--- src/rtl/el_router_pkg.sv ---
package el_router_pkg;
  localparam int ELW       = 2;
  localparam int NUM_ASYNC = 3;
  localparam int CLSW      = $clog2(NUM_ASYNC + 1);

  localparam logic [ELW-1:0] LVL_EL0 = 2'd0;
  localparam logic [ELW-1:0] LVL_EL1 = 2'd1;
  localparam logic [ELW-1:0] LVL_EL2 = 2'd2;
  localparam logic [ELW-1:0] LVL_EL3 = 2'd3;

  typedef enum logic [CLSW-1:0] {
    CLS_SYNC   = 2'd0,
    CLS_IRQ    = 2'd1,
    CLS_FIQ    = 2'd2,
    CLS_SERROR = 2'd3
  } exc_class_e;
endpackage

--- src/rtl/el_route_sel.sv ---
module el_route_sel #(
  parameter int NUM_ASYNC = el_router_pkg::NUM_ASYNC,
  parameter int CLSW      = el_router_pkg::CLSW
) (
  input  logic [CLSW-1:0]      cls_i,
  input  logic                 secure_i,
  input  logic                 has_el2_i,
  input  logic                 has_el3_i,
  input  logic [NUM_ASYNC-1:0] mon_route_i,
  input  logic [NUM_ASYNC-1:0] hyp_route_i,
  output logic                 want_el3_o,
  output logic                 want_el2_o
);
  logic [NUM_ASYNC-1:0] sel;
  logic [NUM_ASYNC-1:0] mon_hit;
  logic [NUM_ASYNC-1:0] hyp_hit;

  // async class i is encoded as code i+1
  for (genvar i = 0; i < NUM_ASYNC; i++) begin : g_cls
    assign sel[i]     = (cls_i == CLSW'(i + 1));
    assign mon_hit[i] = sel[i] & mon_route_i[i];
    assign hyp_hit[i] = sel[i] & hyp_route_i[i];
  end

  logic hyp_ok;
  assign hyp_ok     = has_el2_i & ~secure_i;
  assign want_el3_o = has_el3_i & (|mon_hit);
  assign want_el2_o = hyp_ok & (|hyp_hit) & ~want_el3_o;
endmodule

--- src/rtl/el_floor.sv ---
module el_floor #(
  parameter int ELW = el_router_pkg::ELW
) (
  input  logic [ELW-1:0] cur_el_i,
  input  logic           want_el3_i,
  input  logic           want_el2_i,
  output logic [ELW-1:0] tgt_el_o
);
  import el_router_pkg::*;
  logic [ELW-1:0] base;
  logic [ELW-1:0] routed;

  always_comb begin
    base = (cur_el_i == LVL_EL0) ? LVL_EL1 : cur_el_i;
    if (want_el3_i)      routed = LVL_EL3;
    else if (want_el2_i) routed = LVL_EL2;
    else                 routed = LVL_EL1;
    tgt_el_o = (routed > base) ? routed : base;
  end
endmodule

--- src/rtl/el_target_router.sv ---
module el_target_router #(
  parameter int ELW       = el_router_pkg::ELW,
  parameter int NUM_ASYNC = el_router_pkg::NUM_ASYNC,
  localparam int CLSW     = $clog2(NUM_ASYNC + 1)
) (
  input  logic                 clk_i,
  input  logic                 rst_ni,
  input  logic                 req_i,
  input  logic [ELW-1:0]       cur_el_i,
  input  logic                 secure_i,
  input  logic [CLSW-1:0]      exc_class_i,
  input  logic                 has_el2_i,
  input  logic                 has_el3_i,
  input  logic [NUM_ASYNC-1:0] mon_route_i,
  input  logic [NUM_ASYNC-1:0] hyp_route_i,
  output logic                 valid_o,
  output logic [ELW-1:0]       tgt_el_o
);
  logic           want_el3;
  logic           want_el2;
  logic [ELW-1:0] tgt_d;

  el_route_sel #(.NUM_ASYNC(NUM_ASYNC), .CLSW(CLSW)) sel_i (
    .cls_i       (exc_class_i),
    .secure_i    (secure_i),
    .has_el2_i   (has_el2_i),
    .has_el3_i   (has_el3_i),
    .mon_route_i (mon_route_i),
    .hyp_route_i (hyp_route_i),
    .want_el3_o  (want_el3),
    .want_el2_o  (want_el2)
  );

  el_floor #(.ELW(ELW)) floor_i (
    .cur_el_i   (cur_el_i),
    .want_el3_i (want_el3),
    .want_el2_i (want_el2),
    .tgt_el_o   (tgt_d)
  );

  always_ff @(posedge clk_i or negedge rst_ni) begin
    if (!rst_ni) begin
      valid_o  <= 1'b0;
      tgt_el_o <= ELW'(1);
    end else begin
      valid_o <= req_i;
      if (req_i) tgt_el_o <= tgt_d;
    end
  end
endmodule

--- config.mk ---
export PLATFORM = sky130hd
export DESIGN_NAME = el_target_router
export DESIGN_NICKNAME = d
export VERILOG_FILES = /design/src/rtl/el_router_pkg.sv /design/src/rtl/el_route_sel.sv /design/src/rtl/el_floor.sv /design/src/rtl/el_target_router.sv
export SDC_FILE = /design/constraint.sdc
export NUM_CORES = 1
export LEC_CHECK = 0
export ABC_AREA = 1
export BUFFER_PORTS_ARGS = -buffer_cell sky130_fd_sc_hd__buf_2
export CORE_AREA = 3 3 40 42
export DETAILED_ROUTE_END_ITERATION = 8
export DIE_AREA = 0 0 43 45
export PLACE_DENSITY_LB_ADDON = 0.08
export SLEW_MARGIN = 25
export SYNTH_ARGS = -nofsm -noshare
export SYNTH_HDL_FRONTEND = slang
export SYNTH_SLANG_ARGS = --single-unit
--- constraint.sdc ---
create_clock -name clk_i -period 1.9 [get_ports clk_i]
set_input_delay 0.38 -clock clk_i [delete_from_list [all_inputs] [get_ports clk_i]]
set_output_delay 0.38 -clock clk_i [all_outputs]
set_load 0.1 [all_outputs]
==> impl_results.md <==
* Outcome: complete, no violations
* Grt ovf at 0
* Total negative slack at 0 ns
* Initial core utilization at 22.1%
* Cells after Synth at 41
* Post-Synthesis Cell Area at 284 sq um
* Hpwl dp at between 500 and 600 um
* Inserted Diodes at 0
* Detailed Route WL at around 570 um
* Startpoint types: input pin
* Drt pass-1 iters at 2
* Crit path DAT at roughly 1.7 ns
* Reg2Reg Depth at 2
* Post-synth top area share at approximately 18%
* Final Hold Fails at 0
* Synthesis-stage register bit count at 3
* Hold Path Origin: req_i
* CP Class: input pin to register
* Fin crit period at around 1.6 ns
* Worst EP required at roughly 2.1 ns
* Worst min-delay path endpoint: valid_o
* Post-synth top area cell: dfrtp_1
* Clock Sinks at 3
* Setup crit end kind: register
* First-pass GRT wire length at between 900 and 1000 um
* Syn Nets at 60
* Measured slew at the worst slew-check pin at 0.483 ns
* PortBufs at 18
* Chip Width at 43 um
* Final worst slack at 0.342 ns
* Setup WS pre-CTS at 0.0722 ns
* Vias per Instance at 3.90
* Clock tree buffer depth at 2
* Vias at 308
* Clk_skew at 0 ns
* EDFF count, synth at 0
* Leak Pwr at approximately 0.00026 uW
* GPL Wtd Cong at 0.613
* Synth cell count leaders: inv_1, nand3_1, nor2_1
* Period utilization at between 80% and 90%
* MaxCap Viol Count at 0
* Worst-path clk slew at 0.04 ns
* Vias in the first global route at 276
* Area grow syn2layout at 51.1%
* Fillers at 139
* Register area share after synthesis at 26.9%
* # IOs at 19
* NumNets Final at 84
* Drc violations at 0
* Slew Viols, Final at 0
* CTS tree: built
* Most used DFF post-synth: dfrtp_1
* Iteration-0 DRC Markers at 1
* CORE AREA at approximately 0.0013 sq mm
* Routed Antenna Nets at 0
* Share of async-settable or async-resettable flops after synthesis at 100%
* Chip height at 45 um
* R2r endpoint: tgt_el_o[0]
* FF-to-FF setup slack at 1.21 ns
* Finished Cell Area at around 430 sq um
* Clock Tree Root: clkbuf_4
* HP Class: input pin to register
* Antenna violations before repair at 0
* Max-Slew Margin vs Limit at about 68%
* Cell Rows at 13
* Cell Area, Placed at 393 sq um
* RSZ-0062 raised after global routing: no
* Warning count from the yosys run at 0
* Power per cell area at 700 mW/mm^2
* Routed WL per cell at 7.22 um
* Worst IR Drop VDD at about 210 uV
* Top cells by area, synth: dfrtp_1, ha_1, nand3_1
* Worst hold path depth at 1
* Setup violators final at 0
* Yosys cell types at 14
* Die area at about 0.0019 sq mm
* Clk Latency, worst-skew pair at 0.23 ns
* Total CTS buffers at 3
* Fmax at between 0.6 and 0.7 GHz
* Crit-path max FO at 5
* Post-Syn Area per Cell at 6.93 sq um
* CP Launch Point: exc_class_i[1]
* Largest net degree at the start of global routing at 6
* Reg2reg start: tgt_el_o[0]
* Filler-free cell count of the finished design at 79
* GRT Util Overall at 7.33%
* Dpl cells at 74
* CTS HTree Levels at 1
* Layout cell share with drive strength beyond 1 at 46.9%
==> what timing repair did <==
action | CTS | global route
gates resized for setup | 0 | 0
setup buffers | 0 | 0
hold buffers | 1 | 0
endpoints found under the hold margin | 2 | 0
==> metal layers <==
metal / up-vias / wire length [um] / part of all wire, % / track usage [%]
li1: 173 / - / - / -
met1: 119 / 236 / 41 / 7.73
met2: 16 / 269 / 47 / 10.5
met3: 0 / 63 / 11 / 2.39
met4: 0 / 0 / 0 / 9.04
met5: - / 0 / 0 / 0
==> layout make-up <==
cell class | instances | area (sq um) | share of cell area, %
timing repair buffer | 19 | 100 | 23.3
sequential | 3 | 76.3 | 17.8
inverter | 9 | 33.8 | 7.87
tap | 15 | 18.8 | 4.37
clock buffer | 4 | 26.3 | 6.12
multi-input combinational | 29 | 174 | 40.5
==> power by group <==
group	internal, uW	total [uW]	switching, uW	leakage, uW
registers	72.0	74.8	2.80	0.0000340
clock network	78.6	111	32.1	0.0000150
logic	33.8	115	80.9	0.000206
==> through the flow <==
| stage | util (%) | hold slack [ns] | total power [uW] |
|---|---|---|---|
| final | 33.4 | 0.268 | 300 |
| after global routing | 33.4 | 0.263 | 322 |
| after CTS | 33.4 | 0.262 | 308 |
| after detailed placement | 30.6 | 0.178 | 190 |
| after global placement | 30.6 | 0.179 | 191 |
| after floorplan | - | 0.0844 | 160 |
==> worst max-delay path by stage <==
stage | to | slack, ns | depth (start not counted)
final | tgt_el_o[0] | 0.34 | 14
after global routing | tgt_el_o[0] | 0.18 | 14
after detailed placement | tgt_el_o[0] | 0.07 | 14
after global placement | tgt_el_o[0] | 0.05 | 14
after floorplan | tgt_el_o[0] | 0.32 | 13
after CTS | tgt_el_o[0] | 0.32 | 14
==> registers in the layout, summed over array words and instances (netlist names) <==
| name | flops |
|---|---|
| tgt_el_o | 2 |
| valid_o | 1 |
==> critical path: stages <==
cell	delay (ns)
buf_2	0.12
inv_1	0.07
nand3_1	0.08
nand3_2	0.08
nand2_2	0.06
nand2_1	0.08
inv_1	0.05
ha_1	0.29
nor2_1	0.18
nor2_4	0.06
nor2_1	0.11
nor2_2	0.04
nand2_1	0.06
nand2_1	0.04
==> cells by family (layout without fill, tap and decap cells) <==
logic type	count (synthesis)	count (layout)	share of synthesized area, %
AOI/OAI and AO/OA	2	2	3.52
DFF	3	3	26.9
adders and majority gates	3	3	13.2
and+or+nand+nor	24	24	44.5
buffers and inverters	9	32	11.9
==> cells in the final DEF (no fill, tap or decap), types with 2 or more instances in the layout <==
cell,instances
nand2_1,5
nand2_2,2
nand3_2,2
ha_1,3
clkbuf_4,3
dfrtp_1,2
inv_2,2
nor2_1,6
inv_1,7
buf_2,18
nand3_1,7
Power figures use the tool's default switching activity.
